$ cat src/rtl/lcd_cmd_bridge.sv
module lcd_cmd_bridge #(
  parameter int CYCLE_LEN = 4
) (
  input  logic        clk,
  input  logic        rst_n,
  input  logic        host_req,
  input  logic        host_we,
  input  logic [3:0]  host_addr,
  input  logic [31:0] host_wdata,
  output logic [31:0] host_rdata,
  output logic        host_ready,
  output logic [1:0]  pnl_cs_n,
  output logic        pnl_we_n,
  output logic        pnl_re_n,
  output logic        pnl_a0,
  output logic [15:0] pnl_dout,
  input  logic [15:0] pnl_din,
  output logic        frame_done
);
  localparam int CW = (CYCLE_LEN > 1) ? $clog2(CYCLE_LEN) : 1;
  localparam logic [CW-1:0] LAST = CW'(CYCLE_LEN - 1);
  localparam logic [CW-1:0] SAMPLE = CW'(CYCLE_LEN - 2);
  localparam logic [31:0] CFG_KEEP = 32'h003F1FFF;
  localparam logic [31:0] CFG_INIT = 32'h00310000;
  localparam logic [3:0] A_CTRL = 4'd0, A_PIX = 4'd1, A_LINE = 4'd2, A_CMD = 4'd3,
                         A_PARM = 4'd4, A_DATA = 4'd5, A_RDD = 4'd6, A_RDS = 4'd7,
                         A_SYS = 4'd8, A_CFG0 = 4'd9, A_CFG1 = 4'd10, A_ON0 = 4'd11,
                         A_CY0 = 4'd12, A_ON1 = 4'd13, A_CY1 = 4'd14;

  logic [3:0]  ctrl;
  logic [31:0] pixcnt, cfg0, cfg1;
  logic [10:0] line_q;
  logic [29:0] on0, on1;
  logic [27:0] cy0, cy1;
  logic [15:0] rxbuf, hold, dout_q;
  logic        busy, fdone;
  logic        act, rd, a0_q, second;
  logic [CW-1:0] cnt;
  logic [1:0]  csm;

  wire [1:0] sel     = ctrl[3:2];
  wire [1:0] rd_mask = sel[0] ? 2'b01 : (sel[1] ? 2'b10 : 2'b00);
  wire       wr      = host_req && host_ready && host_we;
  wire       is_w    = wr && (host_addr == A_CMD || host_addr == A_PARM || host_addr == A_DATA) && sel != 2'b00;
  wire       is_r    = wr && (host_addr == A_RDD || host_addr == A_RDS) && sel != 2'b00;
  wire       counts  = wr && (host_addr == A_DATA || host_addr == A_RDD || host_addr == A_RDS);
  wire       start   = wr && host_addr == A_CTRL && host_wdata[4] && host_wdata[0] && !host_wdata[1]
                       && !busy && ((cfg0 & cfg1 & 32'hC) == 32'h0);
  wire       strobe  = act && cnt != LAST;

  assign host_ready = !act;
  assign pnl_cs_n   = act ? ~csm : 2'b11;
  assign pnl_we_n   = ~(strobe && !rd);
  assign pnl_re_n   = ~(strobe && rd);
  assign pnl_a0     = a0_q;
  assign pnl_dout   = dout_q;
  assign frame_done = fdone;

  always_ff @(posedge clk or negedge rst_n) begin
    if (!rst_n) begin
      ctrl <= '0; pixcnt <= '0; line_q <= '0; cfg0 <= CFG_INIT; cfg1 <= CFG_INIT;
      on0 <= '0; on1 <= '0; cy0 <= '0; cy1 <= '0; busy <= 1'b0; fdone <= 1'b0;
    end else begin
      fdone <= 1'b0;
      if (wr) begin
        case (host_addr)
          A_CTRL: ctrl   <= host_wdata[3:0];
          A_PIX:  pixcnt <= host_wdata;
          A_LINE: line_q <= host_wdata[10:0];
          A_CFG0: cfg0   <= host_wdata & CFG_KEEP;
          A_CFG1: cfg1   <= host_wdata & CFG_KEEP;
          A_ON0:  on0    <= host_wdata[29:0];
          A_CY0:  cy0    <= host_wdata[27:0];
          A_ON1:  on1    <= host_wdata[29:0];
          A_CY1:  cy1    <= host_wdata[27:0];
          default: ;
        endcase
      end
      if (start) busy <= 1'b1;
      if (counts && pixcnt != 32'd0) begin
        pixcnt <= pixcnt - 32'd1;
        if (pixcnt == 32'd1) begin
          busy  <= 1'b0;
          fdone <= busy;
        end
      end
    end
  end

  always_ff @(posedge clk or negedge rst_n) begin
    if (!rst_n) begin
      act <= 1'b0; rd <= 1'b0; a0_q <= 1'b0; second <= 1'b0; cnt <= '0;
      csm <= '0; dout_q <= '0; hold <= '0; rxbuf <= '0;
    end else if (!act) begin
      if (is_w || is_r) begin
        act    <= 1'b1;
        cnt    <= '0;
        rd     <= is_r;
        csm    <= is_r ? rd_mask : sel;
        a0_q   <= !(host_addr == A_CMD || host_addr == A_RDS);
        dout_q <= host_wdata[15:0];
        hold   <= host_wdata[31:16];
        second <= host_addr == A_DATA;
      end
    end else begin
      if (rd && cnt == SAMPLE) rxbuf <= pnl_din;
      if (cnt == LAST) begin
        if (second) begin
          second <= 1'b0;
          cnt    <= '0;
          dout_q <= hold;
        end else begin
          act <= 1'b0;
        end
      end else begin
        cnt <= cnt + 1'b1;
      end
    end
  end

  always_comb begin
    case (host_addr)
      A_CTRL:        host_rdata = {28'd0, ctrl};
      A_PIX:         host_rdata = pixcnt;
      A_LINE:        host_rdata = {21'd0, line_q};
      A_RDD, A_RDS:  host_rdata = {16'd0, rxbuf};
      A_SYS:         host_rdata = {23'd0, busy, 7'd0, 1'b1};
      A_CFG0:        host_rdata = cfg0;
      A_CFG1:        host_rdata = cfg1;
      A_ON0:         host_rdata = {2'd0, on0};
      A_CY0:         host_rdata = {4'd0, cy0};
      A_ON1:         host_rdata = {2'd0, on1};
      A_CY1:         host_rdata = {4'd0, cy1};
      default:       host_rdata = 32'd0;
    endcase
  end

  p_strobe_cs_r3: assert property (@(posedge clk) disable iff (!rst_n)
    !pnl_we_n |-> pnl_cs_n != 2'b11);
  p_read_one_chip_r7: assert property (@(posedge clk) disable iff (!rst_n)
    !pnl_re_n |-> $countones(~pnl_cs_n) == 1);
  p_hold_off_r8: assert property (@(posedge clk) disable iff (!rst_n)
    (host_req && host_ready && host_we && host_addr == A_DATA && ctrl[3:2] != 2'b00) |=> !host_ready);
  p_idle_bus_r8: assert property (@(posedge clk) disable iff (!rst_n)
    host_ready |-> (pnl_cs_n == 2'b11 && pnl_we_n && pnl_re_n));
  p_fd_pulse_r10: assert property (@(posedge clk) disable iff (!rst_n)
    frame_done |=> !frame_done);
  p_fd_idle_r10: assert property (@(posedge clk) disable iff (!rst_n)
    frame_done |-> !busy);
endmodule

$ cat config.mk
export PLATFORM = sky130hd
export DESIGN_NAME = lcd_cmd_bridge
export DESIGN_NICKNAME = d
export VERILOG_FILES = /design/src/rtl/lcd_cmd_bridge.sv
export SDC_FILE = /design/constraint.sdc
export NUM_CORES = 1
export LEC_CHECK = 0
export BUFFER_PORTS_ARGS = -buffer_cell sky130_fd_sc_hd__buf_4
export CAP_MARGIN = 20
export CORE_MARGIN = 5
export CORE_UTILIZATION = 60
export DETAILED_ROUTE_END_ITERATION = 10
export GPL_TIMING_DRIVEN = 0
export PLACE_DENSITY = 0.82
export REMOVE_ABC_BUFFERS = 1
export SLEW_MARGIN = 10
export SYNTH_ARGS = -nofsm -noshare
export SYNTH_HDL_FRONTEND = slang
export SYNTH_SLANG_ARGS = --single-unit
export TNS_END_PERCENT = 1
$ cat constraint.sdc
create_clock -name clk -period 3.62 [get_ports clk]
set_clock_uncertainty 0.05 [all_clocks]
set_input_delay 0.543 -clock clk [delete_from_list [all_inputs] [get_ports clk]]
set_output_delay 0.543 -clock clk [all_outputs]
set_load 0.005 [all_outputs]
==> results of run 1 <==
==> kinds of logic after synthesis <==
logic type,share of synthesized area (%)
muxes,20.8
AOI/OAI and AO/OA,13.2
buffers and inverters,2.74
DFF,53.6
xor gates and xnor gates,0.0723
and+or+nand+nor,9.07
adders and majority gates,0.516
==> synth_stat cells (11+ instances only) <==
master / n
sky130_fd_sc_hd__dfrtp_1: 253
sky130_fd_sc_hd__mux2_2: 202
sky130_fd_sc_hd__clkbuf_1: 57
sky130_fd_sc_hd__nand2_1: 54
sky130_fd_sc_hd__a22oi_1: 52
sky130_fd_sc_hd__o21ai_0: 47
sky130_fd_sc_hd__nor2_1: 33
sky130_fd_sc_hd__nand3_1: 31
sky130_fd_sc_hd__a21oi_1: 28
sky130_fd_sc_hd__mux2i_1: 25
sky130_fd_sc_hd__nor3_1: 25
sky130_fd_sc_hd__a222oi_1: 18
sky130_fd_sc_hd__a22o_1: 14
sky130_fd_sc_hd__inv_1: 14
sky130_fd_sc_hd__a221oi_1: 13
sky130_fd_sc_hd__nand4_1: 11
==> flip-flops by register name (all words and copies together) (netlist names), 16 cells and up <==
| signal | count |
|---|---|
| on1 | 30 |
| hold | 16 |
| pixcnt | 32 |
| rxbuf | 16 |
| cy1 | 28 |
| cfg1 | 19 |
| on0 | 30 |
| cfg0 | 19 |
| cy0 | 28 |
| pnl_dout | 16 |
==> where the power goes <==
part	total (mW)	leakage (nW)	switching (mW)	internal, mW
clock	2.92	0.470	1.15	1.77
sequential	4.60	3.28	0.767	3.83
combinational	2.00	2.70	0.874	1.13
total	9.52	6.45	2.79	6.73
==> metal layers <==
metal / track usage [%] / wire [um] / up-vias
met5: 0 / 0 / -
met4: 8.05 / 926 / 0
met3: 4.41 / 2820 / 81
met2: 46.3 / 16200 / 520
met1: 39.4 / 13500 / 4734
li1: - / - / 4012
==> per-stage QoR <==
| stage | util [%] | hold WS, ns | power, mW | TNS, ns |
|---|---|---|---|---|
| global route | 72.3 | 0.170 | 9.96 | 0 |
| global placement | 64.9 | 0.413 | 6.35 | -435.71 |
| floorplan | - | 0.197 | 5.64 | -31.68 |
| finish | 72.3 | 0.181 | 9.52 | 0 |
| detailed placement | 67.3 | 0.424 | 6.56 | -4.67 |
| CTS | 72.2 | 0.169 | 9.50 | 0 |
==> layout make-up <==
type | instances | area (sq um)
Sequential cell | 259 | 6490
Fill cell | 1410 | 5550
Multi-Input combinational cell | 669 | 5400
Timing Repair Buffer | 138 | 1260
Clock buffer | 41 | 818
Tap cell | 270 | 338
Clock inverter | 9 | 128
Inverter | 14 | 52.6
==> what timing repair did <==
| action | CTS | global route |
|---|---|---|
| resized for setup | 1 | 0 |
| hold buffers | 1 | 0 |
| setup endpoints to repair | 22 | 0 |
| setup buffers | 1 | 0 |
| endpoints found under the hold margin | 77 | 0 |
==> worst paths after layout <==
check,end,slack (ns),cells past startpoint
min in group asynchronous,cfg0[1],0.54,2
max reg2reg,pnl_dout[12],0.35,7
min,rxbuf[0],0.18,2
max in group asynchronous,cfg1[21],1.65,4
max,pnl_dout[12],0.35,7
min reg2reg,pnl_dout[1],0.44,2
==> results by stage, run 1 <==
Run status:
- The run finished with clean final reports.

Setup path:
- Data on the critical path arrives at its endpoint at 3.62 ns.
- In this design, the stage delay of the slowest critical-path cell is 1.01 ns.
- The kind of cell with the highest combined delay along the critical path is simple AND/OR/NAND/NOR gates.
- The startpoint of the lowest-slack register-to-register path is act.
- For the worst setup path, the data required time is 3.97 ns.
- The slowest stage of the critical path belongs to the cell sky130_fd_sc_hd__nor4_4.
- The type of element capturing the critical path is a register.
- The worst setup path startpoint is act.
- The kind of critical path is register to register.
- The number of buffers and inverters on the critical path is 2.
- STA classifies the critical path startpoint as a register.
- Walking the worst path, the cells encountered are inv_1 -> nand3_1 -> nor4_4 -> o21ai_2 -> buf_8 -> nand2_1 -> o21ai_0.
- Along the worst path, the maximum fanout reaches 22.

Route:
- In this run, the number of DRC markers left after iteration 0 of detailed routing was 1061.
- The antenna violation net count after detailed routing is 0.
- The routed via count is 9347.
- The final routed wirelength across all metal layers is 33.4 mm.
- The number of vias per cell is 6.68.
- The number of detailed-routing iterations run before antenna repair is 7.
- After detailed routing, the number of remaining DRC violations is 0.
- Dividing the detail-routed wire length by the instance count gives 23.9 um.

Final layout:
- The net count of the finished layout is 1170.
- The finished layout cell area is 14500 sq um.
- The area growth from synthesis to layout is 19.6%.
- The post-route netlist has 36.9% of its cells at a drive strength greater than 1.
- Leaving out fill and tap cells, the most frequent cell in the layout is sky130_fd_sc_hd__dfrtp_1.
- The antenna diode count is 0.
- The final non-filler cell total is 1400.
- In the layout the commonest cells are 253 x sky130_fd_sc_hd__dfrtp_1, 202 x sky130_fd_sc_hd__mux2_2, 117 x sky130_fd_sc_hd__buf_4.

STA:
- The minimum period implied by the final worst setup slack is 3.27 ns.
- The least setup slack across all paths after layout is 0.353 ns.
- The upper clock frequency limit is 0.306 GHz.
- The final-report max-slew violation count was 0.
- The worst slew margin relative to its limit is 32.5%.
- In the finished design, the share of the clock period the worst path needs comes to 90.3%.
- For the pin with the worst max-slew slack, the measured transition is 1.01 ns.
- The final number of hold-violating endpoints is 0.
- The total of endpoints with negative setup slack in the final report is 0.
- Setup repair after global routing left no endpoint under its margin.

Yosys:
- Of all flip-flops after synthesis, the portion carrying an async set or reset was 100%.
- The most used flip-flop cell after synthesis is sky130_fd_sc_hd__dfrtp_1.
- In this run the cell area of the synthesized design comes to 12100 sq um.
- The count of cell types in the netlist is 57.
- Synthesis inferred 259 register bits.
- During synthesis, Yosys emitted a total of 0 warnings.
- Sequential cells were found to cover 53.6% of the synthesized design area.
- The average size of a mapped cell is 12.0 sq um.
- The fraction of post-synthesis cell area in the top cell type by area is 52.3%.
- sky130_fd_sc_hd__dfrtp_1 takes more of the synthesized area than any other cell.
- In the post-synthesis netlist, the biggest area contributors are sky130_fd_sc_hd__dfrtp_1 52%, sky130_fd_sc_hd__mux2_2 19%, sky130_fd_sc_hd__a22oi_1 3.2%, sky130_fd_sc_hd__mux2i_1 2.1%, sky130_fd_sc_hd__o21ai_0 1.9%.
- In this run, synthesis inferred 0 flip-flops with an integrated enable.
- The cell count after synthesis came out at 1013.

Placement:
- The wire-length estimate of the detail-placed layout is 21.7 mm.
- Counting tap cells, the placed design contains a total of 1347 instances.
- The placed instance area is 13500 sq um.
- The routability congestion estimate is 0.881.
- Port buffering added 110 buffers.
- The placement-stage worst setup slack is -0.304 ns.

CTS:
- Buffers inserted during clock tree synthesis total 27.
- Clock-pin slew was measured on the worst setup and hold paths at 0.06 ns.
- The number of sinks handled by clock tree synthesis is 259.
- In this run the number of H-tree levels came out at 1.
- The number of buffers between clock root and the deepest sink is 3.
- TritonCTS built the clock tree.
- The worst-skew pair later-pin latency is 0.54 ns.
- CTS placed an instance of sky130_fd_sc_hd__clkbuf_16 at the clock tree root.

Global routing:
- The total congestion overflow after global routing is 0.
- Entering global routing, the biggest net connects 103 pins.
- The number of antenna violations at the first check in global routing is 0.
- The first global-routing pass estimated 53.0 mm of wire.
- The total track usage is 28.2%.
- The via count of the first global-routing pass is 9528.

Flow run:
- Across the run, the number of max-cap violations was 0.

Power:
- Dividing total power by cell area gives a power density of 657 nW/um^2.
- Summed over all cells, the static leakage comes to 6.45 nW.
- The maximum VDD drop is 480 uV.

Floorplan:
- The effective utilization at floorplan is 60.5%.
- In this run the horizontal extent of the chip is 152 um.
- Measured along the y axis, the die boundary spans 152 um.
- The die covers 23100 sq um.
- In this run the standard cell core region covers 20000 sq um.
- The floorplan has 52 rows.
- 111 I/O pins were placed.

Hold path:
- The critical hold path startpoint is pnl_din[0].
- The worst min-delay path category is input port to register.
Power figures use the tool's default switching activity.
==> inputs of run 2 (changes only) <==
--- a/config.mk
+++ b/config.mk
@@ -11,7 +11,7 @@
 export CORE_UTILIZATION = 60
 export DETAILED_ROUTE_END_ITERATION = 10
 export GPL_TIMING_DRIVEN = 0
-export PLACE_DENSITY = 0.82
+export PLACE_DENSITY = 0.88
 export REMOVE_ABC_BUFFERS = 1
 export SLEW_MARGIN = 10
 export SYNTH_ARGS = -nofsm -noshare
==> run 2 against run 1 <==
Fmax is 0.90% lower. Design area is 0.69% higher. Die area stayed put. Setup slack worse by 0.030 ns. Global-route usage is 1.8 points higher. Sequential power is 2% higher. Critical path depth stayed put. First-iteration DRC count is 28% higher. Combinational power is 4% higher. Non-clock buffer count is 3 higher. Routed wire length is 8.2% higher.
==> results by stage, run 2 (synthesized netlist as in run 1, its figures left out) <==
Run status:
- Outcome: finished, final reports clean (unchanged).

Final layout:
- The register bank with the most flops is pixcnt (unchanged).
- The most common cell after layout, fill and taps aside was sky130_fd_sc_hd__dfrtp_1 (unchanged).
- The final non-filler cell total was 1402 (was 1400).
- The net count of the finished layout is 1173 (was 1170).
- Leading cell types in the layout, fill and taps excluded: 253 x sky130_fd_sc_hd__dfrtp_1, 202 x sky130_fd_sc_hd__mux2_2, 115 x sky130_fd_sc_hd__buf_4 (was 253 x sky130_fd_sc_hd__dfrtp_1, 202 x sky130_fd_sc_hd__mux2_2, 117 x sky130_fd_sc_hd__buf_4).
- The share of the core filled with cells in the final layout is 72.8% (was 72.3%).
- The antenna diode count came to 0 (unchanged).
- The number of flip-flops under the largest register name is 32 (unchanged).
- The area growth from synthesis to layout is 20.4% (was 19.6%).
- The proportion of layout cells with a drive suffix above 1 came to 37.2% (was 36.9%).
- Biggest regs: pixcnt (32), on0 (30), on1 (30) (unchanged).

Power:
- The total power after layout is 9.75 mW (was 9.52 mW).
- The net switching power is 2.92 mW (was 2.79 mW).
- The register share of total power is 48.0% (was 48.3%).
- The maximum VDD drop was 395 uV (was 480 uV).
- The internal power contribution came to 6.84 mW (was 6.73 mW).
- The fraction of power spent switching nets is 29.9% (was 29.3%).
- The power density of the placed cells was 669 nW/um^2 (was 657 nW/um^2).
- The static leakage power is 6.48 nW (was 6.45 nW).
- The relative contribution of combinational cells to total power was 21.3% (was 21.0%).
- The clock network fraction of design power was 30.8% (was 30.7%).

CTS:
- The TritonCTS clock tree is built (unchanged).
- The cell at the root of the clock tree is sky130_fd_sc_hd__clkbuf_16 (unchanged).
- The number of sinks handled by clock tree synthesis is 259 (unchanged).
- The H-tree depth reported by CTS is 1 (unchanged).
- The clock-pin slew on the worst setup and hold paths is 0.06 ns (about the same).
- The worst-skew pair later-pin latency was 0.53 ns (was 0.54 ns).
- The number of clock buffers inserted by TritonCTS is 27 (unchanged).
- The number of buffers between clock root and the deepest sink came to 3 (unchanged).

Flow run:
- The total of max-cap violations came to 0 (unchanged).

Placement:
- The routability congestion estimate is 0.937 (was 0.881).
- The number of cells in the design after placement is 1350 (was 1347).
- The HPWL after detailed placement is 23.3 mm (was 21.7 mm).
- The number of port buffers came to 110 (unchanged).

Route:
- The antenna violation net count after detailed routing came to 0 (unchanged).
- The number of vias per cell was 6.97 (was 6.68).
- The initial DRC count was 1354 (was 1061).
- The average wire per standard cell was 25.8 um (was 23.9 um).
- The DRC violations left is 0 (unchanged).
- The number of detailed-routing iterations run before antenna repair came to 6 (was 7).
- The final routed wirelength across all metal layers is 36.1 mm (was 33.4 mm).
- The routed via count is 9773 (was 9347).

Global routing:
- The number of antenna violations at the first check in global routing is 0 (unchanged).
- The total track usage is 30.0% (was 28.2%).
- The total congestion overflow after global routing is 0 (unchanged).
- The via count of the first global-routing pass was 10.2k (was 9528).
- The first-pass GRT wire length came to 56.5 mm (was 53.0 mm).
- The pin count of the biggest net entering global routing came to 114 (was 103).

Setup path:
- The kind of critical path is register to register (unchanged).
- The kind of start point of the critical path is a register (unchanged).
- The startpoint of the lowest-slack register-to-register path was act (unchanged).
- Cells along the critical path: buf_16 -> inv_1 -> nand3_2 -> nor3_2 -> buf_6 -> buf_4 -> mux2_2 (was inv_1 -> nand3_1 -> nor4_4 -> o21ai_2 -> buf_8 -> nand2_1 -> o21ai_0).
- The standard cell with the maximum stage delay on the critical path is sky130_fd_sc_hd__nor3_2 (was sky130_fd_sc_hd__nor4_4).
- The type of element capturing the critical path is a register (unchanged).
- The worst setup path startpoint is act (unchanged).
- The arrival time at the worst endpoint was 3.66 ns (was 3.62 ns).
- The buffers plus inverters on the worst setup path is 4 (was 2).
- The biggest cell delay along the critical path is 0.87 ns (was 1.01 ns).
- The maximum fanout along the worst path is 14 (was 22).
- The required time reported for the critical path endpoint is 3.98 ns (was 3.97 ns).
- The cell family with the largest share of critical-path delay was simple AND/OR/NAND/NOR gates (unchanged).

Floorplan:
- The effective utilization at floorplan is 60.5% (unchanged).
- The row count came to 52 (unchanged).
- The chip height is 152 um (unchanged).
- The die width is 152 um (unchanged).
- The overall die area is 23100 sq um (unchanged).
- The area of the core is 20000 sq um (unchanged).
- The I/O pin total came to 111 (unchanged).

STA:
- The accumulated negative setup slack was 0 ns (unchanged).
- The worst slew margin relative to its limit is 30.6% (was 32.5%).
- The worst hold slack across all endpoints is 0.194 ns (was 0.181 ns).
- The upper clock frequency limit came to 0.303 GHz (was 0.306 GHz).
- The final number of hold-violating endpoints was 0 (unchanged).
- The post-route clock period utilization is 91.1% (was 90.3%).
- Setup repair after global routing missed its margin: false (unchanged).
- The total of endpoints with negative setup slack in the final report was 0 (unchanged).
- The slew of the pin with the lowest slew margin is 1.04 ns (was 1.01 ns).
- The final-report max-slew violation count is 0 (unchanged).
- The minimum period implied by the final worst setup slack is 3.30 ns (was 3.27 ns).

Hold path:
- The critical hold path startpoint is pnl_din[11] (was pnl_din[0]).
- The worst min-delay path category is input port to register (unchanged).
## run 2: cell types whose count changed in the layout (fill, tap and decap cells not counted), sizes merged
cell,previous run,this run
clkinv,5,4
clkinvlp,0,1
bufinv,3,5
clkbuf,41,39
inv,15,14
buf,137,140
## run 2: worst paths after layout
kind	end	cells after the start	slack [ns]
max in group asynchronous	on1[21]	3	2.16
min in group asynchronous	cfg0[2]	2	0.48
worst min-delay path	rxbuf[11]	2	0.19
worst min register to register	pnl_dout[2]	2	0.44
worst max-delay path	on0[15]	7	0.32
worst max register to register	on0[15]	7	0.32
## run 2: power groups by stage
stage | clock [mW] | combinational (mW) | sequential (mW)
6_report | 3.00 | 2.08 | 4.68
5_1_grt | 3.14 | 2.25 | 4.77
4_1_cts | 3.02 | 2.04 | 4.63
3_5_place_dp | 0 | 2.00 | 4.64
3_3_place_gp | 0 | 1.78 | 4.59
2_1_floorplan | 0 | 1.25 | 4.39
## run 2: layer usage
metal / vias up / GRT usage, % / share of wire [%]
met4: 0 / 13.9 / 5.6
met2: 758 / 48.8 / 47
met5: - / 0 / 0
li1: 4033 / - / -
met1: 4794 / 39.6 / 36
met3: 188 / 5.26 / 11
## run 2: cell type report
type	count	area [sq um]
clock buffers	39	791
clock inverters	10	178
fillers	1288	5450
inverters	14	52.6
multi-input cells	669	5420
flip-flops and latches	259	6490
well taps	270	338
repair buffers	141	1320
## run 2: through the flow
stage	instance area [sq um]	setup slack [ns]
finish	14600	0.323
detailed placement	13600	-0.236
floorplan	11800	-0.771
CTS	14600	0.216
global route	14600	0.214
global placement	13000	-3.91
## run 2: worst register-to-register path: stages, from the launching register on
cell	delay (ns)
sky130_fd_sc_hd__dfrtp_1	0.66
sky130_fd_sc_hd__buf_16	0.30
sky130_fd_sc_hd__inv_1	0.13
sky130_fd_sc_hd__nand3_2	0.34
sky130_fd_sc_hd__nor3_2	0.87
sky130_fd_sc_hd__buf_6	0.25
sky130_fd_sc_hd__buf_4	0.22
sky130_fd_sc_hd__mux2_2	0.36
## run 2: timing repair
action | in CTS | in global routing
pin swaps | 1 | 0
gates resized for setup | 1 | 2
endpoints found under the setup margin | 22 | 2
setup buffers | 1 | 0
hold endpoints to repair | 49 | 0
hold buffers | 1 | 0
